$ cat config.mk
export PLATFORM = sky130hd
export DESIGN_NAME = spi_flash_reader
export DESIGN_NICKNAME = d
export VERILOG_FILES = /design/src/rtl/spi_flash_reader.sv
export SDC_FILE = /design/constraint.sdc
export NUM_CORES = 1
export LEC_CHECK = 0
export ABC_AREA = 1
export BUFFER_PORTS_ARGS = -buffer_cell sky130_fd_sc_hd__buf_2
export CAP_MARGIN = 15
export CORE_MARGIN = 2
export CORE_UTILIZATION = 40
export DETAILED_ROUTE_END_ITERATION = 8
export PLACE_DENSITY = 0.68
export SETUP_SLACK_MARGIN = 0.4
export SLEW_MARGIN = 20
export SYNTH_ARGS = -nofsm -noshare
export SYNTH_HDL_FRONTEND = slang
export SYNTH_SLANG_ARGS = --single-unit
$ cat constraint.sdc
create_clock -name clk -period 2.8 [get_ports clk]
set_input_delay 0.28 -clock clk [delete_from_list [all_inputs] [get_ports clk]]
set_output_delay 0.28 -clock clk [all_outputs]
set_load 0.02 [all_outputs]
$ cat src/rtl/spi_flash_reader.sv
`timescale 1ns/1ps
module spi_flash_reader #(
  parameter int NCS = 3,
  parameter int AW = 32,
  parameter int RAW = 8,
  localparam int SELW = (NCS > 1) ? $clog2(NCS) : 1
) (
  input  logic            clk,
  input  logic            rst_n,
  input  logic            reg_wr,
  input  logic [RAW-1:0]  reg_addr,
  input  logic [31:0]     reg_wdata,
  output logic [31:0]     reg_rdata,
  input  logic            mem_req,
  input  logic            mem_we,
  input  logic [SELW-1:0] mem_sel,
  input  logic [AW-1:0]   mem_addr,
  input  logic [7:0]      mem_wdata,
  output logic [31:0]     mem_rdata,
  output logic            mem_ready,
  output logic            spi_sck,
  output logic [NCS-1:0]  spi_cs_n,
  output logic            spi_do,
  output logic            spi_do_en,
  input  logic [1:0]      spi_di
);
  localparam int CTRL_BASE = 16;
  localparam int WIDE_OFS  = 4;

  logic [31:0]    ctrl_q [NCS];
  logic [NCS-1:0] wide_q;

  always_ff @(posedge clk or negedge rst_n)
    if (!rst_n) begin
      wide_q <= '0;
      for (int i = 0; i < NCS; i++) ctrl_q[i] <= '0;
    end else if (reg_wr) begin
      if (reg_addr == RAW'(WIDE_OFS)) wide_q <= reg_wdata[NCS-1:0];
      for (int i = 0; i < NCS; i++)
        if (reg_addr == RAW'(CTRL_BASE + 4*i)) ctrl_q[i] <= reg_wdata;
    end

  always_comb begin
    reg_rdata = '0;
    if (reg_addr == RAW'(WIDE_OFS)) reg_rdata[NCS-1:0] = wide_q;
    for (int i = 0; i < NCS; i++)
      if (reg_addr == RAW'(CTRL_BASE + 4*i)) reg_rdata = ctrl_q[i];
  end

  // fields of the control word for the requested chip select
  logic [1:0] s_mode, s_ndum;
  logic [7:0] s_opreg;
  logic [3:0] s_code, s_io;
  logic       s_wide;
  always_comb begin
    s_mode = '0; s_ndum = '0; s_opreg = '0; s_code = '0; s_io = '0; s_wide = 1'b0;
    for (int i = 0; i < NCS; i++)
      if (mem_sel == SELW'(i)) begin
        s_mode  = ctrl_q[i][1:0];
        s_ndum  = ctrl_q[i][7:6];
        s_code  = ctrl_q[i][11:8];
        s_opreg = ctrl_q[i][23:16];
        s_io    = ctrl_q[i][31:28];
        s_wide  = wide_q[i];
      end
  end

  wire       s_user   = s_mode == 2'd3;
  wire       s_fast   = s_mode == 2'd1 && !mem_we;
  wire       s_ignore = mem_we && !s_mode[1];
  wire [7:0] s_op     = s_fast ? s_opreg : (mem_we ? 8'h02 : 8'h03);
  wire [2:0] s_alen   = s_wide ? 3'd4 : 3'd3;
  wire [1:0] s_dcnt   = s_fast ? s_ndum : 2'd0;
  wire [3:0] s_ndata  = mem_we ? 4'd1 : 4'd4;
  wire [3:0] s_hdr    = s_user ? 4'd0 : 4'd1 + {1'b0, s_alen} + {2'b0, s_dcnt};
  wire [3:0] s_tot    = s_user ? 4'd1 : s_hdr + s_ndata;
  wire [4:0] s_div    = (s_code == 4'd0) ? 5'd16 : {1'b0, s_code};
  wire       s_dual   = s_fast && (s_io == 4'd2 || s_io == 4'd3);
  wire [7:0] s_first  = s_user ? (mem_we ? mem_wdata : 8'h00) : s_op;

  logic            busy, sck_q, ready_q;
  logic [SELW-1:0] cur;
  logic            t_user, t_we, t_dual;
  logic [31:0]     t_addr;
  logic [2:0]      t_alen;
  logic [1:0]      t_dcnt;
  logic [3:0]      t_hdr, t_tot, bidx;
  logic [4:0]      t_div, div_q;
  logic [7:0]      t_wbyte, sh, rxb, nb;
  logic [2:0]      bc;
  logic [31:0]     rword;

  wire       tick     = busy && div_q == t_div - 5'd1;
  wire       in_data  = bidx >= t_hdr && !t_we;
  wire       dual_now = t_dual && in_data;
  wire       cpb_last = dual_now ? bc[1:0] == 2'd3 : bc == 3'd7;
  wire [1:0] doff     = 2'(bidx - t_hdr);
  wire [3:0] apos     = {1'b0, t_alen} - 4'd1 - bidx;

  // byte sent after the current one; bidx also counts address bytes already started
  always_comb begin
    if (bidx < {1'b0, t_alen})
      nb = 8'(t_addr >> {apos[1:0], 3'b000});
    else if (bidx < {1'b0, t_alen} + {2'b0, t_dcnt})
      nb = 8'h00;
    else if (t_we)
      nb = t_wbyte;
    else
      nb = 8'h00;
  end

  always_ff @(posedge clk or negedge rst_n)
    if (!rst_n) begin
      busy <= 1'b0; sck_q <= 1'b0; ready_q <= 1'b0; cur <= '0;
      t_user <= 1'b0; t_we <= 1'b0; t_dual <= 1'b0; t_addr <= '0;
      t_alen <= '0; t_dcnt <= '0; t_hdr <= '0; t_tot <= '0; t_div <= 5'd1;
      t_wbyte <= '0; div_q <= '0; bidx <= '0; bc <= '0;
      sh <= '0; rxb <= '0; rword <= '0;
    end else begin
      ready_q <= 1'b0;
      if (!busy) begin
        if (mem_req && !ready_q) begin
          if (s_ignore) ready_q <= 1'b1;
          else begin
            busy <= 1'b1; cur <= mem_sel;
            t_user <= s_user; t_we <= mem_we; t_dual <= s_dual;
            t_addr <= 32'(mem_addr); t_alen <= s_alen; t_dcnt <= s_dcnt;
            t_hdr <= s_hdr; t_tot <= s_tot; t_div <= s_div; t_wbyte <= mem_wdata;
            sh <= s_first; div_q <= '0; sck_q <= 1'b0;
            bidx <= '0; bc <= '0; rxb <= '0; rword <= '0;
          end
        end
      end else begin
        div_q <= tick ? 5'd0 : div_q + 5'd1;
        if (tick) begin
          if (!sck_q) begin
            sck_q <= 1'b1;
            rxb <= dual_now ? {rxb[5:0], spi_di} : {rxb[6:0], spi_di[1]};
          end else begin
            sck_q <= 1'b0;
            bc <= bc + 3'd1;
            sh <= {sh[6:0], 1'b0};
            if (cpb_last) begin
              bc <= '0;
              if (in_data) rword[{doff, 3'b000} +: 8] <= rxb;
              if (bidx == t_tot - 4'd1) begin
                busy <= 1'b0;
                ready_q <= 1'b1;
              end else begin
                bidx <= bidx + 4'd1;
                sh <= nb;
              end
            end
          end
        end
      end
    end

  for (genvar g = 0; g < NCS; g++) begin : g_cs
    assign spi_cs_n[g] = (busy && !t_user && cur == SELW'(g)) ? 1'b0
                       : ((ctrl_q[g][1:0] == 2'd3) ? ctrl_q[g][2] : 1'b1);
  end

  assign spi_sck   = sck_q;
  assign spi_do    = busy & sh[7];
  assign spi_do_en = busy & !dual_now;
  assign mem_rdata = rword;
  assign mem_ready = ready_q;


  ready_pulse_chk: assert property (@(posedge clk) disable iff (!rst_n)
    mem_ready |=> !mem_ready);

  end_ready_chk: assert property (@(posedge clk) disable iff (!rst_n)
    $fell(busy) |-> mem_ready);

  ignore_chk: assert property (@(posedge clk) disable iff (!rst_n)
    (mem_req && !busy && !mem_ready && s_ignore) |=> (mem_ready && !busy && !spi_sck));

  sck_idle_chk: assert property (@(posedge clk) disable iff (!rst_n)
    !busy |-> !spi_sck);
endmodule

Yosys cells after proc, flatten, opt, wreduce, memory -nomap -nowiden
Cells that the tools add are included.
{ "word_totals": {"out_inout_bits": 71, "elab_cells": 205, "in_bits": 89, "regBits": 225} }
{ "op_classes": {"n_eq_ne": 26, "addsub": 13, "reduce_logical": 33, "n_bitwise": 4, "mux": 99, "n_shift": 3, "magnitude_cmp": 3} }
{ "op_table": {"columns": ["op", "count"], "rows": [
  ["32-bit 2-to-1 mux", 10],
  ["8-bit 2-to-1 mux", 22],
  ["4-bit 2-to-1 mux", 15],
  ["32-bit bitwise mux", 1],
  ["8-bit by 7-bit variable shift with 32-bit output (first input constant)", 1],
  ["8-bit by 7-bit indexed part select with 32-bit output", 1],
  ["32-bit by 5-bit >> shifter with 8-bit output", 1],
  ["1-bit 2-to-1 mux", 30],
  ["3-bit 2-to-1 mux", 9],
  ["5-bit 2-to-1 mux", 5],
  ["8-bit by 5-bit equality test with 1-bit output (second input constant)", 3],
  ["2-bit equality test (second input constant)", 7],
  ["2-bit 2-to-1 mux", 7],
  ["6-bit AND reduction", 2],
  ["1-bit logical AND", 11],
  ["2-bit by 1-bit inequality test with 1-bit output (second input constant)", 5],
  ["2-bit AND reduction", 5],
  ["4-bit by 2-bit equality test with 1-bit output (second input constant)", 2],
  ["8-bit by 3-bit equality test with 1-bit output (second input constant)", 1],
  ["4-bit AND reduction", 2],
  ["5-bit negation with 7-bit output", 1],
  ["2-bit by 1-bit equality test with 1-bit output (second input constant)", 3],
  ["1-bit zero test", 6],
  ["3-bit AND reduction", 2],
  ["other kinds (24)", 29]
]} }

Depth between registers and ports, before layout
Gate-level depths: netlist of run 1.
{ "logic_depth": {"ltp_word": 11, "ltp_mapped": 20, "ltp_nobuf": 20} }

Worst setup path before layout of run 1
No wires, ideal clock.
{ "synth_path": {"path_type": "input-to-reg", "start": "in mem_sel[1]", "end": "reg t_tot[3]", "setup_ns": 0.117, "arrival_ns": 2.395, "stages": 20, "slack_ns": 0.287, "n_path_buf": 0, "required_time_ns": 2.683, "cell_sequence": "nor2_2 -> nand2_1 -> o21ai_1 -> inv_1 -> nand2_1 -> nor2_2 -> nand2_1 -> a31oi_1 -> inv_1 -> ha_1 -> inv_1 -> fa_1 -> o21ai_0 -> a21oi_1 -> ha_1 -> nand4_1 -> nand2_1 -> nand2_1 -> nand3_1 -> nand2_1"} }
{ "synth_between": {"elab_chain_cells": 11, "word_cells_on_any_way": 26, "classes_between": "add/sub (3); eq/ne (4); mux (13); bitwise (1); reduce/logical (5)"} }
{ "synth_lines": {"columns": ["item", "line", "text"], "rows": [
  ["from (decl)", "16", "input logic [SELW-1:0] mem_sel,"],
  ["parallel branches: the longest is 8 deep, another holds 1-bit by 3-bit adder with 4-bit output", null, null],
  ["4-bit 2-to-1 mux (*)", "75", "wire [3:0] s_hdr = s_user ? 4'd0 : 4'd1 + {1'b0, s_alen} + {2'b0, s_dcnt};"],
  ["via s_hdr[2]", "75", null],
  ["4-bit by 3-bit adder with 4-bit output (*)", "76", "wire [3:0] s_tot = s_user ? 4'd1 : s_hdr + s_ndata;"],
  ["4-bit 2-to-1 mux (*)", "76", null],
  ["to (signal assigned)", "128", "t_hdr <= s_hdr; t_tot <= s_tot; t_div <= s_div; t_wbyte <= mem_wdata;"],
  ["to (decl)", "87", "logic [3:0] t_hdr, t_tot, bidx;"]
]} }
Mark *: on every way through the listed nets, which the timed path passes.
A chain may end at the register's enable or synchronous reset.

Worst setup path in the final report of run 1
{ "layout_path": {"start": "reg ctrl_q[64] (netlist name)", "end": "reg t_tot[3]"} }
{ "layout_between": {"elab_chain_cells": 10, "word_cells_on_any_way": 11, "classes_between": "add/sub (2); eq/ne (2); mux (6); reduce/logical (1)"} }
{ "layout_lines": {"columns": ["item", "line", "text"], "rows": [
  ["from (decl)", "30", "logic [31:0] ctrl_q [NCS];"],
  ["from (signal, indexed assignment)", "40", "if (reg_addr == RAW'(CTRL_BASE + 4*i)) ctrl_q[i] <= reg_wdata;"],
  ["2-bit 2-to-1 mux (*) (3 in a row)", "58", "if (mem_sel == SELW'(i)) begin"],
  ["2-bit by 1-bit equality test with 1-bit output", "69", "wire s_fast = s_mode == 2'd1 && !mem_we;"],
  ["1-bit logical AND", "69", null],
  ["2-bit 2-to-1 mux", "73", "wire [1:0] s_dcnt = s_fast ? s_ndum : 2'd0;"],
  ["4-bit by 2-bit adder with 4-bit output", "75", null],
  ["4-bit 2-to-1 mux (*)", "75", null],
  ["via s_hdr[2]", "75", null],
  ["4-bit by 3-bit adder with 4-bit output (*)", "76", null],
  ["4-bit 2-to-1 mux (*)", "76", null]
]} }
The timed path passes the listed nets; every way through them passes the cells marked *.

==> results of run 1 <==
==> worst max path at each step <==
| stage | start | to | slack (ns) |
|---|---|---|---|
| CTS | bidx[0]$_DFFE_PN0P_ | spi_do_en | 0.27 |
| floorplan | mem_sel[0] | t_tot[2]$_DFFE_PN0P_ | 0.42 |
| global placement | mem_sel[0] | t_tot[3]$_DFFE_PN0P_ | 0.20 |
| detailed placement | mem_sel[0] | t_tot[3]$_DFFE_PN0P_ | 0.06 |
| global route | ctrl_q[64]$_DFFE_PN0P_ | t_tot[3]$_DFFE_PN0P_ | 0.10 |
| finish | ctrl_q[64]$_DFFE_PN0P_ | t_tot[3]$_DFFE_PN0P_ | 0.26 |
==> what timing repair did <==
item	CTS	global route
resized for setup	19	81
hold buffers	40	0
pin swaps	8	22
setup buffers	25	11
setup endpoints to repair	47	61
gates cloned	1	1
hold endpoints to repair	133	0
==> power by group through the flow <==
stage	combinational, mW	sequential (mW)	clock, mW
after CTS	0.393	3.35	3.49
after global placement	0.328	3.41	0
after detailed placement	0.337	3.41	0
after global routing	0.463	3.36	3.63
after floorplan	0.141	3.40	0
final	0.408	3.35	3.42
==> metal layers <==
metal	wire length (um)	vias to the layer above	share of wire (%)
li1	-	5329	-
met1	14200	5103	44
met2	15400	309	47
met3	2070	63	6.4
met4	808	2	2.5
met5	13	-	0.040
==> cell families (layout without fill, tap and decap cells) <==
kind of cell | after synthesis | count (layout)
adders and majority gates | 33 | 33
AOI/OAI and AO/OA | 260 | 260
xor gates and xnor gates | 11 | 11
buffers and inverters | 234 | 490
DFF | 224 | 224
and+or+nand+nor | 740 | 741
==> placed cells by master, fill, tap and decap left out, drive strengths merged, types with 3 or more instances in the layout <==
| cell type | synthesis | routed |
|---|---|---|
| fa | 3 | 3 |
| clkbuf | 40 | 41 |
| nor2 | 70 | 71 |
| o221ai | 4 | 4 |
| nand3 | 74 | 74 |
| xor2 | 4 | 4 |
| or2 | 5 | 5 |
| xnor2 | 7 | 7 |
| a21oi | 34 | 34 |
| nor3 | 16 | 16 |
| a31oi | 5 | 5 |
| nand4 | 32 | 32 |
| a22oi | 8 | 8 |
| dlygate4sd3 | 0 | 40 |
| o211ai | 14 | 14 |
| o22ai | 15 | 15 |
| inv | 167 | 167 |
| dfrtp | 223 | 223 |
| o21ai | 170 | 170 |
| nand2 | 540 | 540 |
| clkinv | 1 | 4 |
| ha | 30 | 30 |
| buf | 26 | 235 |
==> sequential cells by signal, indices dropped and copies added (netlist names), 3 cells and up <==
name / flops
bc: 3
bidx: 4
ctrl_q: 96
div_q: 5
mem_rdata: 32
rxb: 8
sh: 8
t_addr: 32
t_div: 5
t_hdr: 4
t_tot: 4
t_wbyte: 8
wide_q: 3
==> cell type report <==
type	count	area share (%)
Clock buffer	41	5.22
Clock inverter	6	0.554
Inverter	168	4.30
Multi-Input combinational cell	1045	36.5
Sequential cell	224	37.7
Tap cell	384	3.23
Timing Repair Buffer	275	12.5
==> worst register-to-register path: stages (launching register included) <==
cell     delay, ns
dfrtp_1       0.39
inv_2         0.06
nand2_1       0.05
o21ai_1       0.09
inv_1         0.07
nand2_2       0.09
nor2_4        0.04
nand2_2       0.09
a31oi_1       0.05
inv_1         0.08
ha_2          0.18
inv_2         0.05
fa_2          0.35
o21ai_2       0.15
a21oi_2       0.08
ha_4          0.28
nand4_1       0.12
nand2_1       0.09
nand2_1       0.05
nand3_1       0.06
nand2_1       0.05
==> metrics by stage <==
stage                     hold slack, ns  total power [mW]  instance area, um^2  util (%)  worst slack, ns
after floorplan                  -0.0156              3.54                11700         -            0.420
after global placement             0.377              3.74                13000      45.2            0.195
final                             0.0405              7.18                14900      51.9            0.257
after CTS                         0.0267              7.24                14500      50.6            0.270
after global routing              0.0512              7.45                14900      51.9            0.104
after detailed placement           0.388              3.75                13000      45.2           0.0612
==> metrics.md, run 1 <==
| Metric | Value |
|---|---|
| Status | finished clean |
| DP Cell Count | between 2000 and 2500 |
| Post-synthesis net count | 1624 |
| Worst path bufs/invs | 4 |
| Top-area cell type share of the netlist area | a little under half |
| Met3 Use GR | approximately 4.5% |
| DIE AREA | around 30000 um^2 |
| Synthesized area per cell | 7.75 um^2 |
| Yosys reg bits | roughly 220 |
| Worst reg2reg path depth | 20 |
| Synthesized cell area | 11600 um^2 |
| R2R Setup Slk | between 0.2 and 0.3 ns |
| Average routed wire per standard cell | 15.1 um |
| Drt via density | a little over 5 |
| Pwr/cell area | slightly below 500 nW/um^2 |
| Startpoint types | register |
| Area grow syn2layout | 28.0% |
| Final clock skew | about 0.015 ns |
| Detailed placer's ending HPWL | around 22000 um |
| Largest family of logic cells by synthesized area | simple AND/OR/NAND/NOR gates |
| First-pass GRT wire length | between 50000 and 60000 um |
| Most instantiated library cell after synthesis | nand2_1 |
| Starting density of the core | between 40% and 50% |
| CP peak stage delay | about 0.39 ns |
| Number of enable flip-flop cells after synthesis | 0 |
| Slew Limit Fails | 0 |
| Vias in the first global route | around 11000 |
| Most frequent cells after synthesis | nand2_1 (532), dfrtp_1 (223), o21ai_0 (156) |
| Fmax | a little under 0.4 GHz |
| TritonCTS buffer count | 27 |
| Largest net degree at the start of global routing | roughly 100 |
| Internal power | approximately 5.6 mW |
| GR Util All Layers | a little over a fifth |
| Most used routing layer | met2 |
| Logic pwr share | 5.7% |
| Primary FF master, synth | dfrtp_1 |
| Min cycle time layout | 2.54 ns |
| Compound-Gate Fraction of Synth Area | 12.3% |
| CP max FO | 2 |
| Gpl congestion | a little under 0.9 |
| Multi-input gate area | around 5400 um^2 |
| Seq/Total Area, Yosys | between 40% and 50% |
| Critical path class | register to register |
| Met1 Use GR | between 20% and 30% |
| Die W | between 150 and 200 um |
| Max cap viols | 0 |
| CP Depth | 20 |
| CTS Buffer Depth | 3 |
| Area share of fa/ha/maj cells after synthesis | between 3 and 4% |
| Synth Area in Simple Gates | a little over a quarter |
| R2R Path Start | ctrl_q[64]$_DFFE_PN0P_ |
| R2R Path End | t_tot[3]$_DFFE_PN0P_ |
| Crit-path slowest cell | dfrtp_1 |
| Setup violations, final | 0 |
| Height of the die | about 170 um |
| Crit path DAT | 2.97 ns |
| Hold Crit Class | input port to register |
| TritonCTS clock tree | built |
| YS warnings | 0 |
| Hold Path End | ctrl_q[88]$_DFFE_PN0P_ |
| Core ar. | 28700 um^2 |
| Sequential cell area | between 5000 and 6000 um^2 |
| Max-Slew Margin vs Limit | 47.6% |
| Antenna fix cells | 0 |
| Routed Antenna Nets | 0 |
| Asr flop ratio synth | 100% |
| P_sw | 1.62 mW |
| DR vias | roughly 11000 |
| Most area-consuming cells after synthesis | dfrtp_1 (48%), nand2_1 (17%), o21ai_0 (6.7%) |
| CP required | about 3.2 ns |
| Filler cells | 2737 |
| Clock Tree Root | clkbuf_16 |
| # IOs | 160 |
| DR DRC count | 0 |
| Hold Crit Start | reg_wdata[24] |
| M2 GR Usage | approximately a third |
| Most frequent CP cell | nand2_1 |
| XOR/XNOR Fraction of Synth Area | less than 1% |
| Non-Filler Instances | about 2100 |
| Leak Pwr | about 7.6 nW |
| Slew @ Worst Pin | 0.786 ns |
| Unrepaired setup endpoints after global routing | true |
| Cell variety after synth | 50 |
| Global route overflow | 0 |
| Switching Fraction | between 20% and 30% |
| Clock-pin transition on the worst setup and hold timing paths | 0.06 ns |
| Clk pwr share | between 40 and 50% |
| Largest area contributor in the netlist | dfrtp_1 |
| Final wirelength | 32400 um |
| Mapped Cells | 1502 |
| Hold Path Stages | 3 |
| Rows | a little over 60 |
| Port Buffers | ~160 |
| Crit end category | register |
| Cells along the critical path | inv_2 -> nand2_1 -> o21ai_1 -> inv_1 -> nand2_2 -> nor2_4 -> nand2_2 -> a31oi_1 -> inv_1 -> ha_2 -> inv_2 -> fa_2 -> o21ai_2 -> a21oi_2 -> ha_4 -> nand4_1 -> nand2_1 -> nand2_1 -> nand3_1 -> nand2_1 |
| Initial antenna violation count | 1 |
| Post-synthesis mux area share | 0% |
| Clock sinks | around 220 |
| CP delay by family, top | adder cells |
| Share of layout cells above drive strength 1 | 22.1% |
| Peak supply drop | 452 uV |
| Sequential power share | 46.7% |
| Final worst-path cycle share | about nine tenths |
| H-tree Lvls | 1 |
| Layout net count | between 1500 and 2000 |
| Hold Fails Final Rpt | 0 |
| Initial DRC count | ~740 |
| TritonRoute pass-1 iters | 5 |
| Clk Latency, worst-skew pair | between 0.5 and 0.6 ns |
| Fin Setup TNS | 0 ns |
(Power assumes the default switching activity.)
==> run 2: changes to the inputs <==
--- a/config.mk
+++ b/config.mk
@@ -9,9 +9,9 @@
 export BUFFER_PORTS_ARGS = -buffer_cell sky130_fd_sc_hd__buf_2
 export CAP_MARGIN = 15
 export CORE_MARGIN = 2
-export CORE_UTILIZATION = 40
+export CORE_UTILIZATION = 55
 export DETAILED_ROUTE_END_ITERATION = 8
-export PLACE_DENSITY = 0.68
+export PLACE_DENSITY = 0.86
 export SETUP_SLACK_MARGIN = 0.4
 export SLEW_MARGIN = 20
 export SYNTH_ARGS = -nofsm -noshare
==> run 2 against run 1 <==
- register-to-register slack lost 0.11 ns
- total power shrank 6.8%
- critical path type unchanged
- global-route usage grew 7.8 points
- setup slack lost 0.11 ns
- clock skew shrank 0.0049 ns
- cell count shrank 6.0%
- clock power shrank 14%
- final area shrank 2.8%
==> metrics.md, run 2 (synthesized netlist as in run 1, its figures left out) <==
| Metric | Value |
|---|---|
| Pwr/cell area | 462 nW/um^2 |
| CP max FO | 2 |
| Crit end category | register |
| Share of layout cells above drive strength 1 | 21.3% |
| Area grow syn2layout | 24.5% |
| Unrepaired setup endpoints after global routing | true |
| Final wirelength | ~33000 um |
| Gpl congestion | approximately 0.91 |
| TritonRoute pass-1 iters | 6 |
| R2R Setup Slk | 0.14 ns |
| Drt via density | approximately 5.6 |
| Average routed wire per standard cell | around 16 um |
| Core ar. | between 20000 and 25000 um^2 |
| Port Buffers | between 150 and 200 |
| Vias in the first global route | between 10000 and 15000 |
| Setup violations, final | 0 |
| Final worst-path cycle share | between 90% and 100% |
| Layout net count | ~1800 |
| Startpoint types | register |
| Final worst slack | approximately 0.14 ns |
| Most used routing layer | met2 |
| Post-Route Utilization | just under 70% |
| Met1 Use GR | 36.1% |
| GR Util All Layers | between 20% and 30% |
| Crit path DAT | approximately 3.1 ns |
| Slew Limit Fails | 0 |
| Initial antenna violation count | 0 |
| Max FFs per register | 96 |
| Height of the die | around 150 um |
| Peak supply drop | between 400 and 500 uV |
| Leak Pwr | between 7 and 8 nW |
| Min cycle time layout | roughly 2.7 ns |
| Hold Path Stages | 3 |
| Clock sinks | 224 |
| Hold Crit Class | input port to register |
| Clk Latency, worst-skew pair | 0.52 ns |
| Crit-path slowest cell | dfrtp_1 |
| Slew @ Worst Pin | 0.634 ns |
| Most flops, register | ctrl_q |
| DR vias | between 10000 and 15000 |
| Clock Tree Root | clkbuf_16 |
| Setup Slack @ Placement | -0.00979 ns |
| Fmax | between 0.3 and 0.4 GHz |
| First-pass GRT wire length | between 50000 and 60000 um |
| # IOs | 160 |
| Final clock skew | between 0.01 and 0.015 ns |
| Routed Antenna Nets | 0 |
| TritonCTS buffer count | 24 |
| Max cap viols | 0 |
| Worst reg2reg path depth | 18 |
| CP peak stage delay | 0.40 ns |
| Rows | 53 |
| Dpl cell area | between 10000 and 15000 um^2 |
| Hold Fails Final Rpt | 0 |
| DR DRC count | 0 |
| Clock-pin transition on the worst setup and hold timing paths | ~0.060 ns |
| Antenna fix cells | 0 |
| Met3 Use GR | between 5 and 6% |
| Hold Slack | 0.00948 ns |
| Die W | between 100 and 150 um |
| CTS Buffer Depth | 3 |
| Largest net degree at the start of global routing | a little over 80 |
| Commonest non-fill, non-tap cell in the layout | nand2_1 |
| Most frequent cells in the layout | nand2_1 (495), dfrtp_1 (220), buf_2 (157), o21ai_0 (155), inv_1 (148) |
| TritonCTS clock tree | built |
| Max-Slew Margin vs Limit | ~58% |
| H-tree Lvls | 1 |
| Detailed placer's ending HPWL | between 20000 and 25000 um |
| CP required | 3.20 ns |
| Initial DRC count | slightly above 1000 |
| Status | finished clean |
| Starting density of the core | a little under three fifths |
| DIE AREA | around 22000 um^2 |
| Fin area | 14500 um^2 |
| M2 GR Usage | about half |
| Cells along the critical path | inv_2 -> nand2_2 -> o21ai_2 -> inv_2 -> nand2_2 -> nor2_4 -> nand2_2 -> a31oi_1 -> inv_1 -> ha_4 -> inv_2 -> fa_2 -> o21ai_2 -> a21oi_2 -> ha_1 -> buf_4 -> xnor2_2 -> o22ai_1 |
| Critical path class | register to register |
| Global route overflow | 0 |
==> run 2: changes by cell type in the layout (fill, tap and decap cells not counted), sizes merged <==
cell,before,now
clkinv,4,5
clkinvlp,1,0
dlygate4sd3,40,38
clkbuf,41,36
buf,235,225
bufinv,2,0
==> run 2: metrics by stage <==
step                      cells  TNS [ns]  total power, mW
after detailed placement   1904  -0.00979             3.74
after global routing       2015         0             6.91
final                      2015         0             6.70
after CTS                  2000         0             6.69
after floorplan            1502         0             3.54
after global placement     1904         0             3.73
==> run 2: metal layers <==
metal | up-vias | part of all wire (%) | wire (um)
met5 | - | 0 | 0
met4 | 0 | 4.0 | 1330
met3 | 127 | 7.4 | 2450
met2 | 527 | 50 | 16300
met1 | 5280 | 39 | 12900
li1 | 5295 | - | -
==> run 2: report_power, final <==
group	switching [mW]	total (mW)	internal, mW
logic	0.232	0.401	0.169
clock network	1.28	2.94	1.66
registers	0.0484	3.35	3.31
total	1.56	6.70	5.14
==> run 2: cell type report <==
| class | count | area (um^2) |
|---|---|---|
| Fill cell | 1548 | 6400 |
| Inverter | 168 | 642 |
| Timing Repair Buffer | 263 | 1780 |
| Sequential cell | 224 | 5610 |
| Clock buffer | 36 | 677 |
| Tap cell | 275 | 344 |
| Clock inverter | 4 | 23.8 |
| Multi-Input combinational cell | 1045 | 5410 |
==> run 2: worst max-delay path: cells and delay by family (launching register included) <==
family,cells,cell delay (ns)
fa+ha+maj,3,0.84
compound gates,5,0.48
buf+inv,5,0.46
flops,1,0.40
simple gates,4,0.25
xor+xnor,1,0.12
==> run 2: worst paths after layout <==
kind | start | end
worst max-delay path | ctrl_q[64]$_DFFE_PN0P_ | t_tot[2]$_DFFE_PN0P_
worst min-delay path | mem_wdata[0] | t_wbyte[0]$_DFFE_PN0P_
worst max register to register | ctrl_q[64]$_DFFE_PN0P_ | t_tot[2]$_DFFE_PN0P_
worst min register to register | mem_rdata[4]$_DFFE_PN0P_ | mem_rdata[4]$_DFFE_PN0P_
max in group asynchronous | rst_n | bidx[1]$_DFFE_PN0P_
min in group asynchronous | rst_n | mem_rdata[16]$_DFFE_PN0P_
==> run 2: timing repair <==
action,CTS,global route
gates resized for setup,30,69
pin swaps,14,28
setup buffers,17,15
gates cloned,1,0
hold buffers,38,0
setup endpoints to repair,56,69
hold endpoints to repair,112,0
